**src/rtl/ucode_pkg.sv**
```systemverilog
package ucode_pkg;
  localparam int OPC_W = 6;

  // field codes
  localparam logic [1:0] ALU_ADD = 2'b00, ALU_SUB = 2'b01, ALU_FUNC = 2'b10, ALU_OR = 2'b11;
  localparam logic [2:0] S2_NONE = 3'b000, S2_FOUR = 3'b001, S2_RT = 3'b010,
                         S2_ESHL = 3'b011, S2_SEXT = 3'b100, S2_ZEXT = 3'b111;
  localparam logic [1:0] DST_NONE = 2'b00, DST_RD_ALU = 2'b01, DST_RT_ALU = 2'b10, DST_RT_MEM = 2'b11;
  localparam logic [1:0] MEM_NONE = 2'b00, MEM_RD_PC = 2'b01, MEM_RD_ALU = 2'b10, MEM_WR_ALU = 2'b11;
  localparam logic [1:0] SEQ_NEXT = 2'b00, SEQ_DISP = 2'b01, SEQ_FETCH = 2'b10;

  // dispatch opcodes
  localparam logic [OPC_W-1:0] OP_RTYPE = 6'b000000, OP_BEQ = 6'b000100, OP_ORI = 6'b001101,
                               OP_LW = 6'b100011, OP_SW = 6'b101011;

  // routine entry words
  localparam int UA_FETCH = 0, UA_DECODE = 1, UA_BEQ = 2, UA_RTYPE = 4, UA_RTYPE_WB = 5,
                 UA_ORI = 6, UA_ORI_WB = 7, UA_LW = 8, UA_LW_MEM = 9, UA_LW_WB = 10,
                 UA_SW = 11, UA_SW_MEM = 12;

  typedef struct packed {
    logic [1:0] alu;
    logic       src1;
    logic [2:0] src2;
    logic [1:0] dest;
    logic [1:0] mem;
    logic       irw;
    logic       pcw;
    logic [1:0] seq;
  } uword_t;

  localparam int UWORD_W = $bits(uword_t);
endpackage

```
**src/rtl/ucode_store.sv**
```systemverilog
module ucode_store
  import ucode_pkg::*;
#(
  parameter int UADDR_W = 4
) (
  input  logic [UADDR_W-1:0] uaddr_i,
  output uword_t             word_o
);
  function automatic uword_t mk(logic [1:0] alu, logic src1, logic [2:0] src2, logic [1:0] dest,
                                logic [1:0] mem, logic irw, logic pcw, logic [1:0] seq);
    mk = '{alu: alu, src1: src1, src2: src2, dest: dest, mem: mem, irw: irw, pcw: pcw, seq: seq};
  endfunction

  always_comb begin
    case (int'(uaddr_i))
      UA_FETCH:    word_o = mk(ALU_ADD,  1'b0, S2_FOUR, DST_NONE,   MEM_RD_PC,  1'b1, 1'b1, SEQ_NEXT);
      UA_DECODE:   word_o = mk(ALU_ADD,  1'b0, S2_ESHL, DST_NONE,   MEM_NONE,   1'b0, 1'b0, SEQ_DISP);
      UA_BEQ:      word_o = mk(ALU_SUB,  1'b1, S2_RT,   DST_NONE,   MEM_NONE,   1'b0, 1'b1, SEQ_FETCH);
      UA_RTYPE:    word_o = mk(ALU_FUNC, 1'b1, S2_RT,   DST_NONE,   MEM_NONE,   1'b0, 1'b0, SEQ_NEXT);
      UA_RTYPE_WB: word_o = mk(ALU_ADD,  1'b0, S2_NONE, DST_RD_ALU, MEM_NONE,   1'b0, 1'b0, SEQ_FETCH);
      UA_ORI:      word_o = mk(ALU_OR,   1'b1, S2_ZEXT, DST_NONE,   MEM_NONE,   1'b0, 1'b0, SEQ_NEXT);
      UA_ORI_WB:   word_o = mk(ALU_ADD,  1'b0, S2_NONE, DST_RT_ALU, MEM_NONE,   1'b0, 1'b0, SEQ_FETCH);
      UA_LW:       word_o = mk(ALU_ADD,  1'b1, S2_SEXT, DST_NONE,   MEM_NONE,   1'b0, 1'b0, SEQ_NEXT);
      UA_LW_MEM:   word_o = mk(ALU_ADD,  1'b0, S2_NONE, DST_NONE,   MEM_RD_ALU, 1'b0, 1'b0, SEQ_NEXT);
      UA_LW_WB:    word_o = mk(ALU_ADD,  1'b0, S2_NONE, DST_RT_MEM, MEM_NONE,   1'b0, 1'b0, SEQ_FETCH);
      UA_SW:       word_o = mk(ALU_ADD,  1'b1, S2_SEXT, DST_NONE,   MEM_NONE,   1'b0, 1'b0, SEQ_NEXT);
      UA_SW_MEM:   word_o = mk(ALU_ADD,  1'b0, S2_NONE, DST_NONE,   MEM_WR_ALU, 1'b0, 1'b0, SEQ_FETCH);
      default:     word_o = mk(ALU_ADD,  1'b0, S2_NONE, DST_NONE,   MEM_NONE,   1'b0, 1'b0, SEQ_FETCH);
    endcase
  end
endmodule

```
**src/rtl/ucode_field_dec.sv**
```systemverilog
module ucode_field_dec
  import ucode_pkg::*;
(
  input  uword_t     word_i,
  input  logic       zero_i,
  input  logic       mem_wait_i,
  output logic       stall_o,
  output logic [1:0] alu_op_o,
  output logic       alu_sel_a_o,
  output logic [1:0] alu_sel_b_o,
  output logic       ext_op_o,
  output logic       reg_wr_o,
  output logic       mem_to_reg_o,
  output logic       reg_dst_o,
  output logic       mem_rd_o,
  output logic       mem_wr_o,
  output logic       iord_o,
  output logic       ir_wr_o,
  output logic       pc_wr_o,
  output logic       pc_src_o
);
  logic reg_wr_raw, pc_cond;

  assign stall_o     = (word_i.mem != MEM_NONE) && mem_wait_i;
  assign alu_op_o    = word_i.alu;
  assign alu_sel_a_o = word_i.src1;

  always_comb begin
    case (word_i.src2)
      S2_FOUR: {alu_sel_b_o, ext_op_o} = 3'b00_0;
      S2_RT:   {alu_sel_b_o, ext_op_o} = 3'b01_0;
      S2_ESHL: {alu_sel_b_o, ext_op_o} = 3'b10_1;
      S2_SEXT: {alu_sel_b_o, ext_op_o} = 3'b11_1;
      S2_ZEXT: {alu_sel_b_o, ext_op_o} = 3'b11_0;
      default: {alu_sel_b_o, ext_op_o} = 3'b00_0;
    endcase
  end

  always_comb begin
    case (word_i.dest)
      DST_RD_ALU: {reg_wr_raw, mem_to_reg_o, reg_dst_o} = 3'b101;
      DST_RT_ALU: {reg_wr_raw, mem_to_reg_o, reg_dst_o} = 3'b100;
      DST_RT_MEM: {reg_wr_raw, mem_to_reg_o, reg_dst_o} = 3'b110;
      default:    {reg_wr_raw, mem_to_reg_o, reg_dst_o} = 3'b000;
    endcase
  end

  always_comb begin
    case (word_i.mem)
      MEM_RD_PC:  {mem_rd_o, mem_wr_o, iord_o} = 3'b100;
      MEM_RD_ALU: {mem_rd_o, mem_wr_o, iord_o} = 3'b101;
      MEM_WR_ALU: {mem_rd_o, mem_wr_o, iord_o} = 3'b011;
      default:    {mem_rd_o, mem_wr_o, iord_o} = 3'b000;
    endcase
  end

  // pcw on a stepping word is the fetch increment; otherwise it is the branch
  assign pc_cond  = word_i.pcw && (word_i.seq != SEQ_NEXT);
  assign pc_src_o = pc_cond;
  assign reg_wr_o = reg_wr_raw && !stall_o;
  assign ir_wr_o  = word_i.irw && !stall_o;
  assign pc_wr_o  = !stall_o && ((word_i.pcw && !pc_cond) || (pc_cond && zero_i));
endmodule

```
**src/rtl/ucode_seq.sv**
```systemverilog
module ucode_seq
  import ucode_pkg::*;
#(
  parameter int UADDR_W = 4
) (
  input  logic               clk_i,
  input  logic               rst_ni,
  input  logic [1:0]         seq_i,
  input  logic               stall_i,
  input  logic [OPC_W-1:0]   opcode_i,
  output logic [UADDR_W-1:0] upc_o
);
  logic [UADDR_W-1:0] upc_q, upc_d, disp;

  always_comb begin
    case (opcode_i)
      OP_RTYPE: disp = UADDR_W'(UA_RTYPE);
      OP_BEQ:   disp = UADDR_W'(UA_BEQ);
      OP_ORI:   disp = UADDR_W'(UA_ORI);
      OP_LW:    disp = UADDR_W'(UA_LW);
      OP_SW:    disp = UADDR_W'(UA_SW);
      default:  disp = UADDR_W'(UA_FETCH);
    endcase
  end

  always_comb begin
    if (stall_i)                 upc_d = upc_q;
    else if (seq_i == SEQ_NEXT)  upc_d = upc_q + 1'b1;
    else if (seq_i == SEQ_DISP)  upc_d = disp;
    else                         upc_d = UADDR_W'(UA_FETCH);
  end

  always_ff @(posedge clk_i or negedge rst_ni) begin
    if (!rst_ni) upc_q <= '0;
    else         upc_q <= upc_d;
  end

  assign upc_o = upc_q;
endmodule

```
**src/rtl/ucode_ctrl.sv**
```systemverilog
module ucode_ctrl
  import ucode_pkg::*;
#(
  parameter int UADDR_W = 4
) (
  input  logic             clk_i,
  input  logic             rst_ni,
  input  logic [OPC_W-1:0] opcode_i,
  input  logic             zero_i,
  input  logic             mem_wait_i,
  output logic [1:0]       alu_op_o,
  output logic             alu_sel_a_o,
  output logic [1:0]       alu_sel_b_o,
  output logic             ext_op_o,
  output logic             reg_wr_o,
  output logic             mem_to_reg_o,
  output logic             reg_dst_o,
  output logic             mem_rd_o,
  output logic             mem_wr_o,
  output logic             iord_o,
  output logic             ir_wr_o,
  output logic             pc_wr_o,
  output logic             pc_src_o
);
  logic [UADDR_W-1:0] upc_q;
  uword_t             word;
  logic               stall;

  ucode_seq #(.UADDR_W(UADDR_W)) seq_i (
    .clk_i(clk_i), .rst_ni(rst_ni), .seq_i(word.seq), .stall_i(stall),
    .opcode_i(opcode_i), .upc_o(upc_q)
  );

  ucode_store #(.UADDR_W(UADDR_W)) store_i (.uaddr_i(upc_q), .word_o(word));

  ucode_field_dec dec_i (
    .word_i(word), .zero_i(zero_i), .mem_wait_i(mem_wait_i), .stall_o(stall),
    .alu_op_o(alu_op_o), .alu_sel_a_o(alu_sel_a_o), .alu_sel_b_o(alu_sel_b_o),
    .ext_op_o(ext_op_o), .reg_wr_o(reg_wr_o), .mem_to_reg_o(mem_to_reg_o),
    .reg_dst_o(reg_dst_o), .mem_rd_o(mem_rd_o), .mem_wr_o(mem_wr_o), .iord_o(iord_o),
    .ir_wr_o(ir_wr_o), .pc_wr_o(pc_wr_o), .pc_src_o(pc_src_o)
  );
endmodule

```
**config.mk**
```make
export PLATFORM = sky130hd
export DESIGN_NAME = ucode_ctrl
export DESIGN_NICKNAME = d
export VERILOG_FILES = /design/src/rtl/ucode_pkg.sv /design/src/rtl/ucode_store.sv /design/src/rtl/ucode_field_dec.sv /design/src/rtl/ucode_seq.sv /design/src/rtl/ucode_ctrl.sv
export SDC_FILE = /design/constraint.sdc
export NUM_CORES = 1
export LEC_CHECK = 0
export BUFFER_PORTS_ARGS = -buffer_cell sky130_fd_sc_hd__clkbuf_2
export CAP_MARGIN = 15
export CORE_MARGIN = 10
export CORE_UTILIZATION = 45
export DETAILED_ROUTE_END_ITERATION = 8
export GPL_TIMING_DRIVEN = 1
export PLACE_DENSITY = 0.75
export SKIP_CTS_REPAIR_TIMING = 1
export SKIP_LAST_GASP = 1
export SLEW_MARGIN = 20
export SYNTH_ARGS = -nofsm -noshare
export SYNTH_HDL_FRONTEND = slang
export SYNTH_HIERARCHICAL = 1
export SYNTH_SLANG_ARGS = --single-unit
export TNS_END_PERCENT = 30
```
**constraint.sdc**
```tcl
create_clock -name clk_i -period 2.6 [get_ports clk_i]
set_input_delay 0.52 -clock clk_i [delete_from_list [all_inputs] [get_ports clk_i]]
set_output_delay 0.52 -clock clk_i [all_outputs]
set_load 0.02 [all_outputs]
```
==> metrics <==
status=complete, no violations; hold slack=0.0874 ns; pre-CTS WS=0.189 ns; synth cell count leaders=9 x ha_1, 9 x nor2_1, 8 x nand2_1; sequential fraction of the synthesis area=13.2%; internal power=0.000570 W; diodes inserted=0; placed insts=137; R2R Setup Slk=0.33 ns; grt peak-use layer=met2; clock tree root driver cell=clkbuf_4; Post-DP HPWL=1.49 mm; TritonCTS Sinks=4; Largest register FFs=4; combinational power share=83.4%; max_slew headroom=73.4%; Die Wd=61.0 µm; largest net degree at the start of global routing=16; CTS Buf Count=3; Initial Util=49.0%; Max H-tree Level=1; crit path max fanout=5; P per Cell Area=1330 nW/µm²; WP data arrival=1.96 ns; GRT Util Overall=10.2%; RSZ-0062 raised after global routing=true; CTS clk-pin slew, worst paths=0.04 ns; total global routing overflow=0; Vias/cell=5.46; GR Util met3=3.97%; final max-slew violation count=0; die height=61.0 µm; Sw Ratio=53.5%; die area=3720 µm²; port buffer count=24; first-pass GRT wire length=3.04 mm; Synth Flop Type=dfrtp_1; Ys Warns=6; Mapped Area=756 µm²; Syn Nets=118; share of async-settable or async-resettable flops after synthesis=100%; reg2reg path depth=10; antenna-violating nets left=0; Syn-to-layout area delta=22.0%; crit-path cells=inv_2, ha_2, nor2_1, a211oi_2, or3b_1, o21ai_0, clkbuf_2; fmax=404 MHz; initial antenna violation count=0; Slowest-stage cell, CP=dfrtp_1; final wirelength=1.81 mm; final-report setup violation count=0; met2 usage=17.2%; Iter 0 DRT Violations=15; # rows=14; DRC viols=0; pin slew with the least headroom to its limit=0.393 ns; Clock Skew=0.000559 ns; Clock power frac=6.1%; Netlist cell types=42; Final WS setup=0.123 ns; Synth area leader=ha_1; HP Class=input port to asynchronous set/reset pin; critical path capture point type=output port; Worst Setup Start Kind=flip-flop; share of the synthesized area in the top cell type=14.9%; Crit path largest cell delay=0.42 ns; Worst EP required=2.08 ns; Hold Fails Final Rpt=0; detailed-route via count=765; Final Non-Filler Cells=140; switching pwr=0.000656 W; Tmin final=2.48 ns; static leakage=0.469 nW; layout cells sized above 1=40.3%; Clock Latency Late Sink=0.23 ns; First-pass DRT Iterations=4; Worst R2R End=seq_i/upc_o[0]; Tcrit/Tclk final=95.3%; M1 GR Usage=11.6%; final core utilization=59.8%; register bit count reported by yosys=4; worst vdd ir=0.496 mV; GP Congestion=0.787; vias in the first global route=733; Cells after Synth=99; Critical R2R Launch=seq_i/upc_o[2]; Post-synth EDFFs=0; clk buf depth=2; IO Pins=25; routed length per instance=12.9 µm; CTS tree=built; Core ar.=1540 µm²; Reg power frac=10.5%; Synth Area per Inst=7.63 µm²; total power=0.00123 W; nets=145; Max Cap Viol=0; critical path class=flip-flop to output port; synth top area cells=ha_1 15%, dfrtp_1 13%, nor2_1 4.5%
-- critical path, delay by kind of cell, from the launching register on --
family | cells | cell delay, ns
fa+ha+maj | 1 | 0.30
compound gates | 2 | 0.16
buf+inv | 2 | 0.29
flops | 1 | 0.42
simple gates | 2 | 0.56
-- per-layer routing --
metal	vias to the layer above	wire, µm
met2	20	885
li1	398	-
met4	0	0
met1	347	794
met3	0	129
met5	-	0
-- layout by cell type, fill, tap and decap left out, drive strengths merged, types with 2 or more instances in the layout --
master | Yosys | final
nor4b | 2 | 2
nor2 | 9 | 9
a21oi | 5 | 5
nand2 | 8 | 8
buf | 6 | 6
inv | 7 | 7
or3b | 2 | 2
nand3b | 2 | 2
clkbuf | 1 | 26
a22o | 3 | 3
and2b | 3 | 3
o21ai | 7 | 7
nor2b | 4 | 4
and3 | 2 | 2
nor3 | 4 | 4
and2 | 4 | 4
dfrtp | 4 | 4
nand2b | 2 | 2
nand3 | 2 | 2
ha | 9 | 9
-- logic make-up (layout without fill, tap and decap cells) --
| logic type | count (synthesis) | in the layout | synth area share, % |
|---|---|---|---|
| buf+inv | 14 | 39 | 10.6 |
| simple gates | 47 | 47 | 36.9 |
| fa+ha+maj | 9 | 9 | 14.9 |
| xor+xnor | 1 | 1 | 1.16 |
| compound gates | 23 | 23 | 21.9 |
| flops | 4 | 4 | 13.2 |
| mux | 1 | 1 | 1.32 |
-- stage by stage --
| step | area, µm² | setup TNS (ns) |
|---|---|---|
| floorplan | 756 | 0 |
| global placement | 880 | 0 |
| detailed placement | 880 | 0 |
| CTS | 902 | -0.152 |
| global route | 922 | -0.00436 |
| finish | 922 | 0 |
-- power groups by stage --
stage	clock network (W)	registers, W	logic (W)
after detailed placement	0	0.000126	0.000992
final	0.0000751	0.000129	0.00102
after floorplan	0	0.000130	0.000752
after CTS	0.0000793	0.000125	0.000996
after global placement	0	0.000126	0.000965
after global routing	0.0000862	0.000133	0.00114
-- how the worst max path moves through the flow --
| stage | cells past startpoint | start | to | slack (ns) |
|---|---|---|---|---|
| 2_1_floorplan | 12 | seq_i/upc_o[0] | seq_i/upc_o[0] | 0.19 |
| 5_1_grt | 7 | seq_i/upc_o[0] | alu_sel_b_o[0] | -0.004 |
| 6_report | 7 | seq_i/upc_o[0] | ext_op_o | 0.12 |
| 3_3_place_gp | 6 | seq_i/upc_o[0] | ext_op_o | 0.31 |
| 4_1_cts | 6 | seq_i/upc_o[0] | ext_op_o | -0.06 |
| 3_5_place_dp | 6 | seq_i/upc_o[0] | ext_op_o | 0.19 |
-- cell type report --
cell class              count  area, µm²
fillers                   152        619
multi-input cells          81        592
repair buffers             29        160
flip-flops and latches      4        101
inverters                   7       26.3
clock buffers               3       22.5
well taps                  16       20.0
Note: power is estimated with default switching activity, not from simulation.
